==> config.mk <==
export PLATFORM = sky130hd
export DESIGN_NAME = bufaddr_calc
export DESIGN_NICKNAME = d
export VERILOG_FILES = /design/src/rtl/bufaddr_calc.sv
export SDC_FILE = /design/constraint.sdc
export NUM_CORES = 1
export LEC_CHECK = 0
export ABC_CLOCK_PERIOD_IN_PS = 6200
export CORE_MARGIN = 3
export CORE_UTILIZATION = 53
export CTS_CLUSTER_DIAMETER = 80
export DETAILED_ROUTE_END_ITERATION = 12
export PLACE_DENSITY = 0.79
export SYNTH_ARGS = -nofsm -noshare
export SYNTH_HDL_FRONTEND = slang
export SYNTH_SLANG_ARGS = --single-unit
==> constraint.sdc <==
create_clock -name clk -period 6.2 [get_ports clk]
set_input_delay 0.93 -clock clk [delete_from_list [all_inputs] [get_ports clk]]
set_output_delay 0.93 -clock clk [all_outputs]
set_load 0.05 [all_outputs]
==> src/rtl/bufaddr_calc.sv <==
module bufaddr_calc #(
  parameter int ADDR_W    = 24,
  parameter int PTR_W     = 8,
  parameter int SZC_W     = 4,
  parameter int SIZE_BASE = 8,
  parameter int SIZE_MAX  = 11
) (
  input  logic              clk,
  input  logic              rst_n,
  input  logic              start,
  input  logic              req_sel,
  input  logic [SZC_W-1:0]  host_size,
  input  logic [PTR_W-1:0]  host_ptr,
  input  logic [SZC_W-1:0]  dma_size,
  input  logic [PTR_W-1:0]  dma_ptr,
  input  logic [1:0]        dram_wcode,
  input  logic              dma_wide,
  input  logic              incr,
  output logic [ADDR_W-1:0] addr_o,
  output logic              addr_vld,
  output logic              cfg_err
);
  localparam int SH_W = 7;

  logic [SZC_W-1:0]  sz_code;
  logic [PTR_W-1:0]  ptr;
  logic [2:0]        dram_lg, req_lg, scale;
  logic [SH_W-1:0]   tot_sh, step_sh;
  logic              sz_ok;
  logic [ADDR_W-1:0] start_addr, step_n, step_q;

  assign sz_code = req_sel ? dma_size : host_size;
  assign ptr     = req_sel ? dma_ptr  : host_ptr;
  assign sz_ok   = int'(sz_code) <= SIZE_MAX;

  assign dram_lg = (dram_wcode == 2'd0) ? 3'd0 :
                   (dram_wcode == 2'd1) ? 3'd2 :
                   (dram_wcode == 2'd2) ? 3'd3 : 3'd4;
  assign req_lg  = (req_sel && dma_wide) ? 3'd4 : 3'd3;
  assign scale   = (req_lg > dram_lg) ? req_lg - dram_lg : 3'd0;

  assign tot_sh     = SH_W'(sz_code) + SH_W'(SIZE_BASE) + SH_W'(scale);
  assign step_sh    = SH_W'(req_lg) - SH_W'(3) + SH_W'(scale);
  assign start_addr = ADDR_W'(ptr) << tot_sh;
  assign step_n     = ADDR_W'(1) << step_sh;

  always_ff @(posedge clk) begin
    if (!rst_n) begin
      addr_o   <= '0;
      step_q   <= '0;
      addr_vld <= 1'b0;
      cfg_err  <= 1'b0;
    end else begin
      addr_vld <= 1'b0;
      if (start) begin
        if (sz_ok) begin
          addr_o   <= start_addr;
          step_q   <= step_n;
          addr_vld <= 1'b1;
          cfg_err  <= 1'b0;
        end else begin
          cfg_err  <= 1'b1;
        end
      end else if (incr) begin
        addr_o <= addr_o + step_q;
      end
    end
  end
endmodule

* After elaboration in Yosys (flattened, before gate mapping)
Cells that the tools add are included.
** Cells by class
- Add/sub/neg operators :: 6
- Magnitude comparators :: 2
- Eq/ne operators :: 3
- Shift operators :: 2
- Mux-type cells :: 12
- Reductions and logical operators :: 6
** Operators by type and width (count)
- 24-bit two-way mux :: 3
- 24-bit adder :: 1
- 1-bit by 7-bit << shifter with 24-bit output (first input constant) :: 1
- 8-bit by 6-bit << shifter with 24-bit output :: 1
- 3-bit two-way mux :: 5
- 8-bit two-way mux :: 1
- 5-bit by 3-bit adder with 6-bit output :: 1
- 2-bit AND reduction :: 3
- 4-bit by 4-bit adder with 5-bit output :: 1
- 4-bit by 4-bit adder with 5-bit output (second input constant) :: 1
- 4-bit less-or-equal comparator (second input constant) :: 1
- 4-bit two-way mux :: 1
- 3-bit by 2-bit subtractor with 4-bit output (second input constant) :: 1
- 3-bit greater-than comparator :: 1
- 3-bit subtractor :: 1
- 2-bit by 1-bit equality test with 1-bit output (second input constant) :: 1
- 2-bit equality test (second input constant) :: 1
- 2-bit logical NOT :: 1
- 1-bit two-way mux :: 2
- 2-bit by 1-bit != test with 1-bit output (second input constant) :: 1
- 2-bit nonzero test :: 1
- 1-bit logical AND :: 1
** Word-level totals
- Bits in registers :: 50
- Output and inout bits :: 26
- Logic and storage cells :: 35

* Logic depth before layout (Yosys ltp)
Gate-level depths: netlist (run 1).
- Depth after elaboration :: 10
- Depth in mapped cells :: 20
- Mapped depth without buffers :: 16

* Least setup slack after synthesis (run 1)
No wires, ideal clock.
- Kind :: input port to flip-flop
- From :: in req_sel
- To :: reg addr_o[23]
- Library setup time :: 120 ps
- Data arrival time :: 4431 ps
- Data required time :: 6080 ps
- Path slack :: 1649 ps
- Stages :: 14
- Cell sequence :: buf_2 -> buf_2 -> nand2_1 -> fa_1 -> or3b_4 -> a2111oi_4 -> nor2_1 -> ha_1 -> or3_1 -> buf_6 -> a21oi_1 -> a21oi_1 -> a41o_1 -> a211o_1
** On the way
- Longest elaborated chain between the ends :: 8
** Ends and longest elaborated chain
- start: declaration :: RTL line 11 : input logic req_sel,
- 1-bit logical AND :: RTL line 39 : assign req_lg = (req_sel && dma_wide) ? 3'd4 : 3'd3;
- 3-bit two-way mux :: RTL line 39
- 3-bit subtractor or 3-bit greater-than comparator (tied branches) :: RTL line 40 : assign scale = (req_lg > dram_lg) ? req_lg - dram_lg : 3'd0;
- 3-bit two-way mux :: RTL line 40
- 5-bit by 3-bit adder with 6-bit output :: RTL line 42 : assign tot_sh = SH_W'(sz_code) + SH_W'(SIZE_BASE) + SH_W'(scale);
- 8-bit by 6-bit << shifter with 24-bit output :: RTL line 44 : assign start_addr = ADDR_W'(ptr) << tot_sh;
- 24-bit two-way mux :: RTL line 56 : if (sz_ok) begin
- 24-bit two-way mux :: RTL line 55 : if (start) begin
- end signal: assignment :: RTL line 57 : addr_o <= start_addr;
- end signal: assignment :: RTL line 65 : addr_o <= addr_o + step_q;
- end: declaration :: RTL line 19 : output logic [ADDR_W-1:0] addr_o,
Several ways; a longest one is shown, not always the timed one. The select of a mux whose other input is x is not followed.
A chain may end at the register's enable or synchronous reset.

* Final worst setup path (run 1)
- From :: in req_sel
- To :: reg addr_o[22]
The elaborated chain is that of the path after synthesis.

==> tab_implementation.tex, run 1 <==
\begin{tabular}{lr}
\hline
Metric & Value \\
\hline
\multicolumn{2}{l}{\textbf{Detailed routing}} \\
Vias per cell & 6.43 \\
Number of design-rule violations left by the first detailed-router iteration & 309 \\
Remaining number of nets flagged by the antenna check after routing & 0 \\
Detailed-route wire length & 10.3 mm \\
Detailed-router iteration count before antenna repair & 5 \\
Drt wl/cell & 17.8 um \\
Post-detailed-route DRC marker count & 0 \\
DR vias & 3,711 \\
\multicolumn{2}{l}{\textbf{GRT}} \\
Total congestion overflow & 0 \\
Vias in the first global route & 3,332 \\
Pin count of the biggest net entering global routing & 34 \\
Number of antenna violations at the first check in global routing & 0 \\
Combined global-route utilization of all metal layers & 26.7\% \\
Global-route wire length before repair & 16.6 mm \\
\multicolumn{2}{l}{\textbf{Synthesis}} \\
Yosys reg bits & 42 \\
Number of flops mapped to enable cells by yosys & 0 \\
Synthesized-area fraction occupied by ao, oa, aoi and oai cells & 30.1\% \\
Synthesized netlist cell count & 454 \\
Syn Std Cell Area & 3630 um\^{}2 \\
Sequential element share of the synthesized area & 23.1\% \\
Combinational family with the most area after synthesis & compound AO/OA/AOI/OAI gates \\
Net Count, Synth & 513 \\
Fraction of registers with async set or reset after synthesis & 0\% \\
Most used flip-flop cell after synthesis & sky130\_fd\_sc\_hd\_\_dfxtp\_1 \\
Mux cell area share after synthesis & 9.05\% \\
Post-synthesis xor/xnor area fraction & 3.37\% \\
Synthesized-area fraction occupied by and/or/nand/nor cells & 20.0\% \\
Distinct cell type count after synthesis & 74 \\
Number of warnings printed during yosys synthesis & 0 \\
Syn avg cell area & 8.01 um\^{}2 \\
Post-Synth Adder-Cell Area & 9.91\% \\
\multicolumn{2}{l}{\textbf{Critical path}} \\
Depth of the worst register-to-register path & 9 \\
Data arrival time of the worst path & 5.03 ns \\
Beginning of the worst register-to-register path & step\_q[0]\$\_SDFFE\_PN0P\_ \\
Crit Reg-Reg Endpoint & addr\_o[16]\$\_SDFFE\_PN0P\_ \\
Worst Setup Start Kind & primary input \\
Register-to-register setup slack & 3.33 ns \\
CP required & 6.38 ns \\
Crit path capture & addr\_o[22]\$\_SDFFE\_PN0P\_ \\
Start-to-end type of the worst setup path & in -> reg \\
Source of the critical timing path & req\_sel \\
Endpoint kind of the worst setup timing path & flip-flop \\
Crit Path Max Fanout & 16 \\
\multicolumn{2}{l}{\textbf{Placed design}} \\
Number of placed instances with taps included & 570 \\
Worst setup timing slack at the placement stage & 1.12 ns \\
Gp weighted congestion & 1.02 \\
HPWL after DPL & 7.97 mm \\
Total placed instance area & 4230 um\^{}2 \\
Count of port buffers added during placement & 57 \\
\multicolumn{2}{l}{\textbf{STA}} \\
Relative slew slack & 39.4\% \\
Unrepaired setup endpoints after global routing & false \\
Final worst clock skew & 0.00833 ns \\
Number of setup violations in the final report & 0 \\
Achievable frequency & 0.206 GHz \\
Hold Worst Slack & 0.474 ns \\
Final clock period utilization by the worst path & 78.3\% \\
Final-layout setup total negative slack & 0 ns \\
Max-slew violation count & 0 \\
Final worst-path setup slack & 1.34 ns \\
Actual transition at the worst max-transition pin & 0.907 ns \\
Hold violation total from the final report & 0 \\
Minimum period implied by the final worst setup slack & 4.86 ns \\
\multicolumn{2}{l}{\textbf{Floorplan}} \\
DIE HEIGHT & 88.8 um \\
Core ar. & 6490 um\^{}2 \\
Number of top-level pins & 58 \\
Floorplan die area & 7890 um\^{}2 \\
Die Wd & 88.8 um \\
Starting density of the core & 56.0\% \\
Placement Rows & 29 \\
\multicolumn{2}{l}{\textbf{Clocking}} \\
Sink count of the clock tree & 42 \\
Clock latency on the worst-skew pair & 0.30 ns \\
Number of resized instances in the post-cts repair step & 0 \\
Clock-pin slew reported for the worst setup and hold paths after clock tree synthesis & 0.08 ns \\
Total number of H-tree levels & 2 \\
CTS max path bufs & 2 \\
Postcts setup bufs & 0 \\
Clock root buffer master & sky130\_fd\_sc\_hd\_\_clkbuf\_8 \\
Clock tree from TritonCTS & yes \\
Post-cts hold buffer count & 0 \\
Cts bufs inserted & 5 \\
\multicolumn{2}{l}{\textbf{Power}} \\
Largest voltage drop on the vdd net & 126 uV \\
Cell area power density & 213 nW/um\^{}2 \\
Leakage power total & 1.72 nW \\
Overall power after layout & 0.917 mW \\
\multicolumn{2}{l}{\textbf{Job}} \\
Max-cap violations & 0 \\
\multicolumn{2}{l}{\textbf{Layout}} \\
Non-Filler Cell Area, Final & 4300 um\^{}2 \\
Nets@finish & 559 \\
Diodes inserted & 0 \\
Fraction of layout instances using a drive strength above 1 & 7.40\% \\
Area overhead of the layout relative to synthesis & 18.4\% \\
Final Non-Filler Cells & 577 \\
Util after Layout & 66.3\% \\
\multicolumn{2}{l}{\textbf{Min path}} \\
Tightest Hold Check Type & reg -> reg \\
\multicolumn{2}{l}{\textbf{Status}} \\
Status & completed \\
\hline
\end{tabular}
cells in the mapped netlist (11+ instances only):
master	count	area (um^2)
sky130_fd_sc_hd__a21oi_1	31	155
sky130_fd_sc_hd__a31oi_1	13	81.3
sky130_fd_sc_hd__clkbuf_1	14	52.6
sky130_fd_sc_hd__dfxtp_1	42	841
sky130_fd_sc_hd__ha_1	24	300
sky130_fd_sc_hd__inv_1	14	52.6
sky130_fd_sc_hd__mux2i_1	16	160
sky130_fd_sc_hd__nand2_1	39	146
sky130_fd_sc_hd__nand3_1	11	55.1
sky130_fd_sc_hd__nor2_1	35	131
sky130_fd_sc_hd__nor3_1	16	80.1
sky130_fd_sc_hd__o21ai_0	42	210
final cells by class:
cell class	count	area [um^2]
inverter	16	60.1
timing repair buffer	60	593
clock inverter	2	10.0
clock buffer	5	68.8
sequential	42	841
multi-input combinational	375	2640
tap	77	96.3
fill	549	2190
worst min path at each step:
stage,startpoint,cells after the start,slack (ns),to
final,step_q[6]$_SDFFE_PN0P_,2,0.47,step_q[6]$_SDFFE_PN0P_
after global placement,step_q[9]$_SDFFE_PN0P_,2,0.45,step_q[9]$_SDFFE_PN0P_
after detailed placement,step_q[6]$_SDFFE_PN0P_,2,0.46,step_q[6]$_SDFFE_PN0P_
after floorplan,step_q[0]$_SDFFE_PN0P_,2,0.43,step_q[0]$_SDFFE_PN0P_
after CTS,step_q[6]$_SDFFE_PN0P_,2,0.48,step_q[6]$_SDFFE_PN0P_
after global routing,step_q[6]$_SDFFE_PN0P_,2,0.51,step_q[6]$_SDFFE_PN0P_
state kept, by name (all words and copies together) (netlist names):
name,count
addr_o,24
step_q,16
addr_vld,1
cfg_err,1
report_power, final:
part | switching (mW) | internal (mW) | leakage [nW]
logic | 0.277 | 0.162 | 1.34
clock network | 0.0989 | 0.0759 | 0.0438
registers | 0.0173 | 0.286 | 0.342
logic make-up after synthesis:
| logic type | Yosys count |
|---|---|
| AO/OA/AOI/OAI | 164 |
| AND/OR/NAND/NOR | 144 |
| flip-flops | 42 |
| buffers and inverters | 37 |
| adder cells (fa/ha/maj) | 27 |
| multiplexers | 26 |
| XOR/XNOR | 14 |
layout by cell type, fill, tap and decap left out, types with 10 or more instances in the layout:
master                            instances
sky130_fd_sc_hd__nor2_1                  35
sky130_fd_sc_hd__nand2_1                 39
sky130_fd_sc_hd__clkdlybuf4s50_1         57
sky130_fd_sc_hd__nor3_1                  16
sky130_fd_sc_hd__dfxtp_1                 42
sky130_fd_sc_hd__mux2i_1                 16
sky130_fd_sc_hd__a21oi_1                 31
sky130_fd_sc_hd__o21ai_0                 42
sky130_fd_sc_hd__a31oi_1                 13
sky130_fd_sc_hd__inv_1                   14
sky130_fd_sc_hd__nand3_1                 11
sky130_fd_sc_hd__xor2_1                  10
sky130_fd_sc_hd__ha_1                    24
worst max-delay path, cell delays in order:
cell                              delay, ns
sky130_fd_sc_hd__clkdlybuf4s50_1       0.45
sky130_fd_sc_hd__buf_4                 0.25
sky130_fd_sc_hd__nand2_1               0.14
sky130_fd_sc_hd__fa_1                  0.50
sky130_fd_sc_hd__or3b_4                0.45
sky130_fd_sc_hd__a2111oi_4             0.51
sky130_fd_sc_hd__nor2_1                0.09
sky130_fd_sc_hd__ha_1                  0.37
sky130_fd_sc_hd__inv_2                 0.18
sky130_fd_sc_hd__nor3_1                0.08
sky130_fd_sc_hd__a21oi_1               0.24
sky130_fd_sc_hd__and3_1                0.24
sky130_fd_sc_hd__a21oi_1               0.08
sky130_fd_sc_hd__a221oi_1              0.38
sky130_fd_sc_hd__o22ai_1               0.14
per-layer routing:
layer	share of wire [%]	vias up	global-route usage, %
met5	0	-	0
met4	2.1	0	7.28
met3	8.3	23	4.19
met2	45	172	41.4
met1	45	1708	38.3
li1	-	1808	-
(Power assumes the default switching activity.)
==> run 2: changes to the inputs <==
--- a/config.mk
+++ b/config.mk
@@ -5,7 +5,7 @@
 export SDC_FILE = /design/constraint.sdc
 export NUM_CORES = 1
 export LEC_CHECK = 0
-export ABC_CLOCK_PERIOD_IN_PS = 6200
+export ABC_CLOCK_PERIOD_IN_PS = 4600
 export CORE_MARGIN = 3
 export CORE_UTILIZATION = 53
 export CTS_CLUSTER_DIAMETER = 80
==> constraint.sdc (replaced) <==
create_clock -name clk -period 4.6 [get_ports clk]
set_input_delay 0.69 -clock clk [delete_from_list [all_inputs] [get_ports clk]]
set_output_delay 0.69 -clock clk [all_outputs]
set_load 0.05 [all_outputs]
==> tab_implementation.tex, run 2 (synthesis gave the netlist of run 1 again) <==
\begin{tabular}{lr}
\hline
Metric & Value \\
\hline
\multicolumn{2}{l}{\textbf{STA}} \\
Unrepaired setup endpoints after global routing & false (unchanged) \\
Final worst clock skew & 0.00735 ns (was 0.00833 ns) \\
Final clock period utilization by the worst path & 92.3\% \\
Actual transition at the worst max-transition pin & 0.786 ns (was 0.907 ns) \\
Minimum period implied by the final worst setup slack & 4.25 ns \\
Hold violation total from the final report & 0 (unchanged) \\
Relative slew slack & 47.4\% (was 39.4\%) \\
Final-layout setup total negative slack & 0 ns (unchanged) \\
Max-slew violation count & 0 (unchanged) \\
Number of setup violations in the final report & 0 (unchanged) \\
Achievable frequency & 0.236 GHz \\
\multicolumn{2}{l}{\textbf{Layout}} \\
Filler cell count & 577 (was 549) \\
Register with the most flip-flops & addr\_o (unchanged) \\
Final Non-Filler Cells & 590 (was 577) \\
Nets@finish & 571 (was 559) \\
Register cell area after layout & 841 um\^{}2 (unchanged) \\
Area overhead of the layout relative to synthesis & 21.8\% (was 18.4\%) \\
Diodes inserted & 0 (unchanged) \\
Number of flip-flops in the largest register & 24 (unchanged) \\
Largest registers & addr\_o: 24 flops, step\_q: 16 flops (unchanged) \\
Most common cell after layout, fill and taps aside & sky130\_fd\_sc\_hd\_\_clkdlybuf4s50\_1 (unchanged) \\
Most frequent cells in the layout & sky130\_fd\_sc\_hd\_\_clkdlybuf4s50\_1, sky130\_fd\_sc\_hd\_\_o21ai\_0, sky130\_fd\_sc\_hd\_\_dfxtp\_1 (unchanged) \\
Combined area of the multi-input logic cells & 2640 um\^{}2 (unchanged) \\
Fraction of layout instances using a drive strength above 1 & 9.55\% (was 7.40\%) \\
\multicolumn{2}{l}{\textbf{Placed design}} \\
HPWL after DPL & 8.42 mm (was 7.97 mm) \\
Count of port buffers added during placement & 57 (unchanged) \\
Gp weighted congestion & 0.936 (was 1.02) \\
Number of placed instances with taps included & 582 (was 570) \\
\multicolumn{2}{l}{\textbf{Clocking}} \\
Number of resized instances in the post-cts repair step & 0 (unchanged) \\
Postcts setup bufs & 0 (unchanged) \\
Clock latency on the worst-skew pair & 0.30 ns (about the same) \\
Clock-pin slew reported for the worst setup and hold paths after clock tree synthesis & 0.09 ns (was 0.08 ns) \\
Clock root buffer master & sky130\_fd\_sc\_hd\_\_clkbuf\_8 (unchanged) \\
Total number of H-tree levels & 2 (unchanged) \\
Clock tree from TritonCTS & yes (unchanged) \\
CTS max path bufs & 2 (unchanged) \\
Cts bufs inserted & 5 (unchanged) \\
Post-cts hold buffer count & 0 (unchanged) \\
Sink count of the clock tree & 42 (unchanged) \\
\multicolumn{2}{l}{\textbf{Detailed routing}} \\
Number of design-rule violations left by the first detailed-router iteration & 296 (was 309) \\
Detailed-router iteration count before antenna repair & 5 (unchanged) \\
DR vias & 3,824 (was 3,711) \\
Post-detailed-route DRC marker count & 0 (unchanged) \\
Drt wl/cell & 18.2 um (was 17.8 um) \\
Vias per cell & 6.48 (was 6.43) \\
Detailed-route wire length & 10.7 mm (was 10.3 mm) \\
Remaining number of nets flagged by the antenna check after routing & 0 (unchanged) \\
\multicolumn{2}{l}{\textbf{GRT}} \\
Vias in the first global route & 3,377 (was 3,332) \\
Total congestion overflow & 0 (unchanged) \\
Pin count of the biggest net entering global routing & 34 (unchanged) \\
Combined global-route utilization of all metal layers & 27.6\% (was 26.7\%) \\
Number of antenna violations at the first check in global routing & 0 (unchanged) \\
Global-route wire length before repair & 16.9 mm (was 16.6 mm) \\
\multicolumn{2}{l}{\textbf{Critical path}} \\
Source of the critical timing path & dram\_wcode[0] (was req\_sel) \\
Cells along the critical path & clkdlybuf4s50\_1 -> inv\_1 -> ha\_1 -> ha\_1 -> fa\_1 -> a211o\_1 -> inv\_1 -> nor2\_1 -> nor2\_1 -> ha\_1 -> inv\_2 -> mux2i\_1 -> inv\_1 -> a21oi\_1 -> a21oi\_1 -> a221oi\_1 -> o22ai\_1 (was clkdlybuf4s50\_1 -> buf\_4 -> nand2\_1 -> fa\_1 -> or3b\_4 -> a2111oi\_4 -> nor2\_1 -> ha\_1 -> inv\_2 -> nor3\_1 -> a21oi\_1 -> and3\_1 -> a21oi\_1 -> a221oi\_1 -> o22ai\_1) \\
Max stage delay cell, worst path & sky130\_fd\_sc\_hd\_\_fa\_1 (was sky130\_fd\_sc\_hd\_\_a2111oi\_4) \\
Endpoint kind of the worst setup timing path & flip-flop (unchanged) \\
Crit Path Max Fanout & 9 (was 16) \\
CP required & 4.78 ns (was 6.38 ns) \\
Crit path largest cell delay & 0.61 ns (was 0.51 ns) \\
Worst Setup Start Kind & primary input (unchanged) \\
Beginning of the worst register-to-register path & step\_q[0]\$\_SDFFE\_PN0P\_ (unchanged) \\
Data arrival time of the worst path & 4.43 ns (was 5.03 ns) \\
Buf/Inv on CP & 5 (was 3) \\
Gate family responsible for the most delay along the worst path & adder cells (was compound AO/OA/AOI/OAI gates) \\
Start-to-end type of the worst setup path & in -> reg (unchanged) \\
\multicolumn{2}{l}{\textbf{Job}} \\
Max-cap violations & 0 (unchanged) \\
\multicolumn{2}{l}{\textbf{Power}} \\
Largest voltage drop on the vdd net & 174 uV (was 126 uV) \\
Leakage power total & 1.79 nW (was 1.72 nW) \\
Overall power after layout & 1.33 mW (was 0.917 mW) \\
Cell area power density & 301 nW/um\^{}2 (was 213 nW/um\^{}2) \\
\multicolumn{2}{l}{\textbf{Floorplan}} \\
Placement Rows & 29 (unchanged) \\
Die Wd & 88.8 um (unchanged) \\
Starting density of the core & 56.0\% (unchanged) \\
DIE HEIGHT & 88.8 um (unchanged) \\
Core ar. & 6490 um\^{}2 (unchanged) \\
Number of top-level pins & 58 (unchanged) \\
Floorplan die area & 7890 um\^{}2 (unchanged) \\
\multicolumn{2}{l}{\textbf{Status}} \\
Status & completed (unchanged) \\
\multicolumn{2}{l}{\textbf{Min path}} \\
Tightest Hold Check Type & reg -> reg (unchanged) \\
Hold path startpoint & step\_q[5]\$\_SDFFE\_PN0P\_ (was step\_q[6]\$\_SDFFE\_PN0P\_) \\
\hline
\end{tabular}
==> run 2: cell types whose count changed in the layout (fill, tap and decap cells not counted), sizes merged <==
cell	before	now
clkbuf	5	6
buf	3	15
bufinv	0	1
clkinv	3	1
clkinvlp	0	1
==> run 2: routing by layer <==
metal	routed length, um	up-vias	track usage, %
li1	-	1845	-
met5	0	-	0
met1	4810	1785	37.9
met4	257	0	8.52
met3	696	23	4.19
met2	4960	171	44.4
==> run 2: metrics by stage <==
step | hold slack [ns] | setup WS (ns) | instance area (um^2) | util (%)
finish | 0.480 | 0.354 | 4430 | 68.1
global route | 0.511 | 0.0603 | 4430 | 68.1
CTS | 0.476 | 0.374 | 4430 | 68.1
detailed placement | 0.456 | 0.0652 | 4320 | 66.4
global placement | 0.446 | 0.103 | 4320 | 66.4
floorplan | 0.429 | 0.289 | 3630 | -
==> run 2: power by group <==
part	leakage, nW	internal, mW	switching (mW)	total, mW
Combinational	1.40	0.239	0.383	0.622
Sequential	0.342	0.386	0.0236	0.409
Clock	0.0514	0.162	0.139	0.301
==> run 2: cell type report <==
cell class | count | share of cell area, %
multi-input cells | 375 | 59.5
well taps | 77 | 2.18
inverters | 16 | 1.36
flip-flops and latches | 42 | 19.0
repair buffers | 72 | 15.4
clock buffers | 6 | 1.64
clock inverters | 2 | 0.848
==> run 2: path summary, 6_finish.rpt <==
check | to | slack [ns] | depth (start not counted)
worst max-delay path | addr_o[21]$_SDFFE_PN0P_ | 0.35 | 17
worst min-delay path | step_q[5]$_SDFFE_PN0P_ | 0.48 | 2
worst max register to register | addr_o[16]$_SDFFE_PN0P_ | 1.77 | 9
worst min register to register | step_q[5]$_SDFFE_PN0P_ | 0.48 | 2
==> run 2: tightest hold or removal path: stages (launching register included) <==
cell and delay (ns):
sky130_fd_sc_hd__dfxtp_1 0.34, sky130_fd_sc_hd__nand2_1 0.05, sky130_fd_sc_hd__o21ai_0 0.06
